## src/rtl/sea_pkg.sv

```systemverilog
package sea_pkg;
   typedef enum logic [1:0] {
      KIND_NONE = 2'd0,
      KIND_MEM  = 2'd1,
      KIND_VAL  = 2'd2,
      KIND_BAD  = 2'd3
   } ea_kind_e;
endpackage

```

## src/rtl/sea_scaler.sv

```systemverilog
module sea_scaler #(
   parameter int AW      = 32,
   parameter int SCALE_W = 2,
   parameter bit USE_MUX = 1'b1
) (
   input  logic [AW-1:0]      idx_i,
   input  logic               en_i,
   input  logic [SCALE_W-1:0] sh_i,
   output logic [AW-1:0]      scaled_o
);
   localparam int NSH = 1 << SCALE_W;

   logic [AW-1:0] shifted;

   generate
      if (USE_MUX) begin : g_mux
         logic [AW-1:0] cand [NSH];
         for (genvar k = 0; k < NSH; k++) begin : g_cand
            assign cand[k] = idx_i << k;
         end
         assign shifted = cand[sh_i];
      end else begin : g_barrel
         assign shifted = idx_i << sh_i;
      end
   endgenerate

   assign scaled_o = en_i ? shifted : '0;

   // a disabled index contributes nothing
   always_comb begin
      if (!en_i) assert_idx_masked_R3 : assert (scaled_o == '0);
   end
endmodule

```

## src/rtl/sea_sum3.sv

```systemverilog
module sea_sum3 #(
   parameter int AW = 32
) (
   input  logic [AW-1:0] a_i,
   input  logic [AW-1:0] b_i,
   input  logic [AW-1:0] c_i,
   output logic [AW-1:0] sum_o
);
   logic [AW+1:0] full;
   assign full  = {2'b00, a_i} + {2'b00, b_i} + {2'b00, c_i};
   assign sum_o = full[AW-1:0];
endmodule

```

## src/rtl/sea_stage.sv

```systemverilog
module sea_stage
   import sea_pkg::*;
#(
   parameter int AW  = 32,
   parameter int SZW = 2
) (
   input  logic           clk,
   input  logic           rst_n,
   input  logic           load_i,
   input  ea_kind_e       kind_d,
   input  logic [AW-1:0]  ea_d,
   input  logic [SZW-1:0] size_d,
   output ea_kind_e       kind_q,
   output logic [AW-1:0]  ea_q,
   output logic [SZW-1:0] size_q
);
   always_ff @(posedge clk) begin
      if (!rst_n) begin
         kind_q <= KIND_NONE;
         ea_q   <= '0;
         size_q <= '0;
      end else begin
         kind_q <= load_i ? kind_d : KIND_NONE;
         if (load_i) begin
            ea_q   <= ea_d;
            size_q <= size_d;
         end
      end
   end

   // size follows the request that loaded the stage
   assert_size_follow_R8 : assert property (@(posedge clk) disable iff (!rst_n)
      load_i |=> size_q == $past(size_d));
endmodule

```

## src/rtl/scaled_ea_unit.sv

```systemverilog
module scaled_ea_unit
   import sea_pkg::*;
#(
   parameter int AW      = 32,
   parameter int SCALE_W = 2,
   parameter int SZW     = 2,
   parameter bit USE_MUX = 1'b1
) (
   input  logic               clk,
   input  logic               rst_n,
   input  logic               req_i,
   input  logic [AW-1:0]      base_i,
   input  logic [AW-1:0]      idx_i,
   input  logic               idx_en_i,
   input  logic [SCALE_W-1:0] scale_i,
   input  logic [AW-1:0]      disp_i,
   input  logic               lea_i,
   input  logic [SZW-1:0]     size_i,
   input  logic               third_reg_i,
   input  logic               reg_sub_i,
   output logic               addr_vld_o,
   output logic               res_vld_o,
   output logic               illegal_o,
   output logic [AW-1:0]      ea_o,
   output logic [SZW-1:0]     size_o
);
   localparam int MAX_SH = (1 << SCALE_W) - 1;

   generate
      if (AW < 8)          begin : g_chk_aw  $error("AW too small"); end
      if (SCALE_W < 1)     begin : g_chk_sc  $error("SCALE_W must be positive"); end
      if (MAX_SH >= AW)    begin : g_chk_sh  $error("scale shift exceeds width"); end
   endgenerate

   logic [AW-1:0] scaled;
   logic [AW-1:0] sum;
   logic          bad_req;
   ea_kind_e      kind_d, kind_q;

   sea_scaler #(.AW(AW), .SCALE_W(SCALE_W), .USE_MUX(USE_MUX)) u_scaler (
      .idx_i    (idx_i),
      .en_i     (idx_en_i),
      .sh_i     (scale_i),
      .scaled_o (scaled)
   );

   sea_sum3 #(.AW(AW)) u_sum (
      .a_i   (base_i),
      .b_i   (scaled),
      .c_i   (disp_i),
      .sum_o (sum)
   );

   assign bad_req = third_reg_i | reg_sub_i;

   always_comb begin
      if (bad_req)    kind_d = KIND_BAD;
      else if (lea_i) kind_d = KIND_VAL;
      else            kind_d = KIND_MEM;
   end

   sea_stage #(.AW(AW), .SZW(SZW)) u_stage (
      .clk    (clk),
      .rst_n  (rst_n),
      .load_i (req_i),
      .kind_d (kind_d),
      .ea_d   (sum),
      .size_d (size_i),
      .kind_q (kind_q),
      .ea_q   (ea_o),
      .size_q (size_o)
   );

   assign addr_vld_o = (kind_q == KIND_MEM);
   assign res_vld_o  = (kind_q == KIND_VAL);
   assign illegal_o  = (kind_q == KIND_BAD);

   assert_one_outcome_R11 : assert property (@(posedge clk) disable iff (!rst_n)
      $onehot0({addr_vld_o, res_vld_o, illegal_o}));

   assert_idle_clear_R9 : assert property (@(posedge clk) disable iff (!rst_n)
      !req_i |=> !addr_vld_o && !res_vld_o && !illegal_o);

   assert_reject_R7 : assert property (@(posedge clk) disable iff (!rst_n)
      req_i && (third_reg_i || reg_sub_i) |=> illegal_o && !addr_vld_o && !res_vld_o);

   assert_value_only_R6 : assert property (@(posedge clk) disable iff (!rst_n)
      req_i && lea_i && !third_reg_i && !reg_sub_i |=> res_vld_o && !addr_vld_o);

   assert_sum_R1 : assert property (@(posedge clk) disable iff (!rst_n)
      req_i && !third_reg_i && !reg_sub_i && !idx_en_i |=> ea_o == $past(base_i) + $past(disp_i));
endmodule

```

## config.mk

```make
export PLATFORM = sky130hd
export DESIGN_NAME = scaled_ea_unit
export DESIGN_NICKNAME = d
export VERILOG_FILES = /design/src/rtl/sea_pkg.sv /design/src/rtl/sea_scaler.sv /design/src/rtl/sea_sum3.sv /design/src/rtl/sea_stage.sv /design/src/rtl/scaled_ea_unit.sv
export SDC_FILE = /design/constraint.sdc
export NUM_CORES = 1
export LEC_CHECK = 0
export BUFFER_PORTS_ARGS = -buffer_cell sky130_fd_sc_hd__buf_2
export CORE_UTILIZATION = 57
export DETAILED_ROUTE_END_ITERATION = 8
export PLACE_DENSITY_LB_ADDON = 0.05
export SYNTH_ARGS = -nofsm -noshare
export SYNTH_HDL_FRONTEND = slang
export SYNTH_SLANG_ARGS = --single-unit
```

## constraint.sdc

```tcl
create_clock -name clk -period 7.42 [get_ports clk]
set_input_delay 0.742 -clock clk [delete_from_list [all_inputs] [get_ports clk]]
set_output_delay 0.742 -clock clk [all_outputs]
set_load 0.05 [all_outputs]
```

==> summary.txt, run 1 <==
Clock tree
  • CTS tree: built
  • Post-CTS Hold Buffers: 0
  • H-tree depth: 2
  • Clock Path Buffers: 2
  • Worst-path clk slew: 0.09 ns
  • Clk root buf: clkbuf_8
  • Worst-Skew Late Latency: 0.29 ns
  • Cts bufs inserted: 5
  • Post-CTS sizing: 0
  • Clk sinks: 36
  • Post-CTS Repair Setup Buffers: 0

Global routing
  • Vias in the first global route: 4375
  • Total GRT Usage: 0.3074
  • First-pass GRT wire length: 20.25 mm
  • Initial antenna violation count: 0
  • Largest net degree at the start of global routing: 40
  • Remaining Overflow, GRT: 0

Run status
  • Status: complete, no violations

Synth
  • Synth Area in Simple Gates: 0.2136
  • Top_reg_cell synth: dfxtp_1
  • Seq/Total Area, Yosys: 0.1608
  • Compound-cell area share of the yosys netlist: 0.1977
  • Net count after synthesis: 704
  • Synth Area in Adders: 0.2268
  • Post-synth EDFFs: 0
  • Distinct cell type count after synthesis: 58
  • Synth warn: 0
  • Synth async-reset ratio: 0
  • Combinational family with the most area after synthesis: adder cells
  • Post-Syn Instances: 535
  • Post-Synth XOR/XNOR Area: 0.04300
  • Mux cell area share after synthesis: 0.1176
  • Mapped Area: 4481 um^2
  • Synth Area per Inst: 8.375 um^2
  • Yosys reg bits: 36

Drt
  • Number of routed nets with antenna violations: 0
  • Via count: 4475
  • WL/cell: 16.47 um
  • 1st-iter DRT viols: 236
  • DRC Markers: 0
  • Vias/cell: 5.911
  • 1st-pass router iterations: 4
  • Total Wirelength: 12.47 mm

STA
  • Post-route clock skew: 0 ns
  • Max-slew violations: 0
  • Worst slew pin tran: 0.8402 ns
  • Slew margin rel.: 0.4399
  • Setup-failing EPs final: 0
  • Final TNS setup: 0 ns
  • Tmin final: 4.848 ns
  • Top achievable clock speed: 206.3 MHz
  • RSZ-0062 raised after global routing: no
  • Period utilization: 0.6533
  • Final hold violations: 0

Floorplanning
  • I/O pins: 144
  • Die width: 90.66 um
  • Die height: 90.66 um
  • Starting Density: 0.6048
  • Die area: 8219 um^2
  • Core area: 7408 um^2
  • Num rows: 31

Pwr
  • Leakage power: 2.703 nW
  • Maximum VDD drop: 154.6 uV
  • PwrDens: 218.2 nW/um^2

Critical path
  • Critical Path RT: 7.60 ns
  • Crit Path Category: in2reg
  • Crit end category: flop
  • Critical Path Source Type: input pin
  • WP data arrival: 5.03 ns
  • CP Max Fanout: 33

Layout
  • # nets final: 826
  • Layout cell share with drive strength beyond 1: 0.2629
  • Fillers: 620
  • Synth-to-layout area growth: 18.77%
  • Commonest non-fill, non-tap cell in the layout: buf_2
  • Final Non-Filler Cells: 757
  • Commonest non-fill, non-tap cells in the layout: buf_2, nand2_1, mux2i_1
  • Ant. Diodes: 0

Placed design
  • Gp weighted congestion: 0.9505
  • Number of port buffers: 143
  • Placed instance count: 749
  • Dpl hpwl: 10.17 mm

Flow run
  • Reported max-cap violation count: 0

Min path
  • Hold Path Class: reg2reg
-- path summary, 6_finish.rpt --
kind / startpoint / endpoint / slack (ns) / cells after the start
worst max-delay path: scale_i[1] / u_stage.ea_q[31] / 2.57 / 12
worst min-delay path: u_stage.ea_q[18] / u_stage.ea_q[18] / 0.46 / 2
worst max register to register: u_stage.ea_q[26] / u_stage.ea_q[26] / 6.53 / 3
worst min register to register: u_stage.ea_q[18] / u_stage.ea_q[18] / 0.46 / 2
-- through the flow --
| step | total power [mW] | setup slack (ns) | util | hold slack (ns) | cell area [um^2] |
|---|---|---|---|---|---|
| after floorplan | 0.7958 | 3.077 | - | 0.6735 | 4481 |
| after global placement | 0.9648 | 2.487 | 0.7033 | 0.4337 | 5210 |
| after detailed placement | 0.9771 | 2.334 | 0.7033 | 0.4386 | 5210 |
| after CTS | 1.156 | 2.638 | 0.7183 | 0.4605 | 5321 |
| after global routing | 1.234 | 2.450 | 0.7183 | 0.4879 | 5321 |
| final | 1.161 | 2.572 | 0.7183 | 0.4576 | 5321 |
-- cells by family (layout without fill, tap and decap cells) --
group | count (synthesis) | after routing
simple gates | 196 | 196
compound gates | 124 | 124
fa+ha+maj | 62 | 62
mux | 48 | 48
buf+inv | 47 | 170
flops | 36 | 36
xor+xnor | 22 | 22
-- registers in the layout, summed over array words and instances, names as in the netlist --
| register | flops |
|---|---|
| u_stage.ea_q | 32 |
| u_stage.size_q | 2 |
| u_stage.kind_q | 2 |
-- layout make-up --
type / instances / area, um^2 / share of cell area
Sequential cell: 36 / 720.7 / 0.1354
Clock buffer: 5 / 68.82 / 0.01293
Inverter: 19 / 71.32 / 0.01340
Clock inverter: 3 / 42.54 / 0.007994
Tap cell: 99 / 123.9 / 0.02328
Timing Repair Buffer: 143 / 715.7 / 0.1345
Multi-Input combinational cell: 452 / 3578 / 0.6725
-- worst max-delay path, cell delays in order --
cell and delay [ns]:
buf_2 0.43, clkinv_1 0.71, o211a_1 0.44, fa_1 0.44, ha_1 0.42, a21o_1 0.25, a31oi_1 0.30, nor2_1 0.09
a2111oi_0 0.49, o21bai_1 0.19, mux2i_1 0.15, a2111oi_1 0.38
-- routing by layer --
| metal | track usage | wire [um] | vias to the layer above |
|---|---|---|---|
| li1 | - | - | 2143 |
| met1 | 0.3757 | 5157 | 2103 |
| met2 | 0.5530 | 6098 | 202 |
| met3 | 0.04798 | 905 | 27 |
| met4 | 0.09005 | 310 | 0 |
| met5 | 0 | 0 | - |
-- cells in the mapped netlist (all sizes together) (3+ instances only) --
cell type | number | area [um^2]
nand4 | 3 | 18.77
buf | 9 | 38.79
mux2i | 38 | 380.4
nand3b | 4 | 30.03
nor2b | 19 | 118.9
mux2 | 7 | 78.83
inv | 18 | 67.56
a21o | 14 | 105.1
and2 | 14 | 90.09
a21oi | 33 | 168.9
o21ai | 24 | 127.6
clkbuf | 19 | 71.32
and3 | 22 | 137.6
o211ai | 9 | 81.33
a211oi | 3 | 32.53
nand2b | 3 | 18.77
mux4 | 3 | 67.56
a31oi | 4 | 25.02
nand2 | 83 | 311.6
nor2 | 21 | 78.83
nand3 | 12 | 60.06
xor2 | 11 | 96.34
ha | 30 | 375.4
o211a | 11 | 110.1
o2111ai | 5 | 43.79
nor3 | 7 | 35.03
fa | 32 | 640.6
xnor2 | 11 | 96.34
dfxtp | 36 | 720.7
-- report_power, final --
group | total [mW] | switching, mW | internal [mW]
clock network | 0.176 | 0.0767 | 0.0995
registers | 0.248 | 0.0179 | 0.230
logic | 0.737 | 0.471 | 0.265
total | 1.16 | 0.566 | 0.595
Power figures use the tool's default switching activity.
==> inputs of run 2 (changes only) <==
--- a/config.mk
+++ b/config.mk
@@ -6,7 +6,7 @@
 export NUM_CORES = 1
 export LEC_CHECK = 0
 export BUFFER_PORTS_ARGS = -buffer_cell sky130_fd_sc_hd__buf_2
-export CORE_UTILIZATION = 57
+export CORE_UTILIZATION = 48
 export DETAILED_ROUTE_END_ITERATION = 8
 export PLACE_DENSITY_LB_ADDON = 0.05
 export SYNTH_ARGS = -nofsm -noshare
==> constraint.sdc (replaced) <==
create_clock -name clk -period 4.39 [get_ports clk]
set_input_delay 0.439 -clock clk [delete_from_list [all_inputs] [get_ports clk]]
set_output_delay 0.439 -clock clk [all_outputs]
set_load 0.05 [all_outputs]
==> summary.txt, run 2 (synthesis gave the netlist of run 1 again) <==
Run status
  • Status: complete, no violations

Layout
  • # nets final: 835 (+1.1%)
  • Commonest non-fill, non-tap cells in the layout: buf_2, nand2_1, mux2i_1
  • Register name with the most flops: u_stage.ea_q
  • Final core utilization: 0.6070 (-0.1113)
  • Biggest regs: u_stage.ea_q x32, u_stage.kind_q x2, u_stage.size_q x2
  • Commonest non-fill, non-tap cell in the layout: buf_2
  • Max reg flops: 32 (unchanged)
  • Synth-to-layout area growth: 20.44%
  • Layout cell share with drive strength beyond 1: 0.2714 (+0.008446)
  • Fillers: 823 (+33%)
  • Ant. Diodes: 0 (unchanged)

Drt
  • DRC Markers: 0 (unchanged)
  • 1st-pass router iterations: 4 (unchanged)
  • 1st-iter DRT viols: 202 (-14%)
  • Vias/cell: 5.634 (-4.7%)
  • Via count: 4366 (-2.4%)
  • Number of routed nets with antenna violations: 0 (unchanged)
  • WL/cell: 16.11 um (-2.2%)
  • Total Wirelength: 12.49 mm (+0.13%)

STA
  • Post-route clock skew: 0 ns (unchanged)
  • RSZ-0062 raised after global routing: no
  • Final TNS setup: 0 ns (unchanged)
  • Top achievable clock speed: 268.9 MHz
  • Worst slew pin tran: 0.8023 ns (-0.03790 ns)
  • Final hold violations: 0 (unchanged)
  • Tmin final: 3.718 ns
  • Period utilization: 0.8470
  • Setup-failing EPs final: 0 (unchanged)
  • Max-slew violations: 0 (unchanged)
  • Slew margin rel.: 0.4640 (+0.02417)

Clock tree
  • CTS tree: built
  • Post-CTS Repair Setup Buffers: 0 (unchanged)
  • Cts bufs inserted: 5 (unchanged)
  • H-tree depth: 2 (unchanged)
  • Clock Path Buffers: 2 (unchanged)
  • Post-CTS sizing: 0 (unchanged)
  • Clk sinks: 36 (unchanged)
  • Worst-Skew Late Latency: 0.29 ns (about the same)
  • Post-CTS Hold Buffers: 0 (unchanged)
  • Clk root buf: clkbuf_8
  • Worst-path clk slew: 0.08 ns (about the same)

Min path
  • Hold Crit Start: lea_i
  • Worst Hold Endpoint: u_stage.kind_q[0]
  • Hold Path Cell Cnt: 2 (unchanged)
  • Hold Path Class: in2reg

Placed design
  • Number of port buffers: 143 (unchanged)
  • Dpl hpwl: 10.45 mm (+2.8%)
  • Gp weighted congestion: 0.9920 (+4.4%)

Pwr
  • Flop pwr share: 0.215 (about the same)
  • Sw Ratio: 0.4815 (-0.005850)
  • Sw Pwr: 0.9411 mW (+66%)
  • Internal power: 1.013 mW (+70%)
  • PwrDens: 362.2 nW/um^2 (+66%)
  • Clock power frac: 0.152 (about the same)
  • Maximum VDD drop: 154.4 uV (-0.12%)
  • Gate power share: 0.634 (about the same)
  • Leakage power: 2.748 nW (+1.6%)

Global routing
  • Remaining Overflow, GRT: 0 (unchanged)
  • Initial antenna violation count: 0 (unchanged)
  • Total GRT Usage: 0.2705 (-0.03690)
  • Vias in the first global route: 4383 (+0.18%)
  • Largest net degree at the start of global routing: 40 (unchanged)
  • First-pass GRT wire length: 20.85 mm (+3.0%)

Critical path
  • Critical Path RT: 4.58 ns (-3.02 ns)
  • Slowest cell on crit path: fa_1
  • Register-to-Register Path Depth: 3 (unchanged)
  • Reg2Reg Setup Slack: 3.53 ns (-3.00 ns)
  • Worst-path cell chain: buf_2, buf_4, nand3b_1, o21ai_0, and2_1, fa_1, fa_1, a211oi_2, o21ai_1, o2111a_1, a211oi_2, a21oi_2, a2111oi_1
  • Crit Path Category: in2reg
  • Critical Path Max Stage Delay: 0.50 ns (-0.21 ns)
  • WP data arrival: 3.90 ns (-1.13 ns)
  • CP Max Fanout: 15 (-55%)
  • Critical Path Source Type: input pin
  • Crit Reg-Reg Startpoint: u_stage.ea_q[29]
  • R2r endpoint: u_stage.ea_q[29]
  • Crit end category: flop

Floorplanning
  • I/O pins: 144 (unchanged)
  • Die width: 98.62 um (+8.8%)
  • Num rows: 34 (+9.7%)
  • Core area: 8891 um^2 (+20%)
  • Starting Density: 0.5039 (-0.1009)
  • Die area: 9725 um^2 (+18%)
  • Die height: 98.62 um (+8.8%)

Flow run
  • Reported max-cap violation count: 0 (unchanged)
run 2: critical path, delay by kind of cell:
| family | cells | cell delay (ns) |
|---|---|---|
| compound gates | 7 | 1.76 |
| buf+inv | 2 | 0.40 |
| simple gates | 2 | 0.31 |
| fa+ha+maj | 2 | 0.99 |
run 2: worst max-delay path by stage:
stage	from	slack, ns	endpoint
global route	scale_i[0]	0.46	u_stage.ea_q[25]
detailed placement	scale_i[0]	0.37	u_stage.ea_q[31]
global placement	scale_i[0]	0.51	u_stage.ea_q[31]
finish	scale_i[0]	0.67	u_stage.ea_q[31]
CTS	scale_i[0]	0.70	u_stage.ea_q[31]
floorplan	scale_i[0]	0.35	u_stage.ea_q[31]
run 2: final cells by class:
cell class,count,area (um^2),share of cell area
timing repair buffer,152,783.3,0.1451
clock inverter,2,35.03,0.006492
clock buffer,6,72.57,0.01345
sequential,36,720.7,0.1335
inverter,19,71.32,0.01322
multi-input combinational,452,3578,0.6631
tap,108,135.1,0.02504
run 2: power groups by stage:
stage          Sequential (mW)  Combinational, mW  Clock, mW
3_5_place_dp             0.427               1.23          0
4_1_cts                  0.420               1.24      0.303
3_3_place_gp             0.426               1.22          0
2_1_floorplan            0.638              0.707          0
6_report                 0.420               1.24      0.296
5_1_grt                  0.427               1.37      0.319
run 2: metrics by stage:
| stage | worst slack, ns | cells | power (mW) | cell area (um^2) | hold WS [ns] |
|---|---|---|---|---|---|
| after floorplan | 0.3495 | 535 | 1.345 | 4481 | 0.5309 |
| after global placement | 0.5103 | 767 | 1.644 | 5289 | 0.4378 |
| after detailed placement | 0.3663 | 767 | 1.659 | 5289 | 0.4437 |
| after CTS | 0.7029 | 775 | 1.961 | 5396 | 0.3125 |
| after global routing | 0.4579 | 775 | 2.111 | 5396 | 0.3209 |
| final | 0.6717 | 775 | 1.954 | 5396 | 0.3206 |
run 2: layer usage:
| metal | routed length [um] | track usage | part of all wire |
|---|---|---|---|
| met5 | 0 | 0 | 0 |
| met4 | 386 | 0.1056 | 0.031 |
| met3 | 530 | 0.04184 | 0.042 |
| met2 | 5915 | 0.4664 | 0.47 |
| met1 | 5653 | 0.3403 | 0.45 |
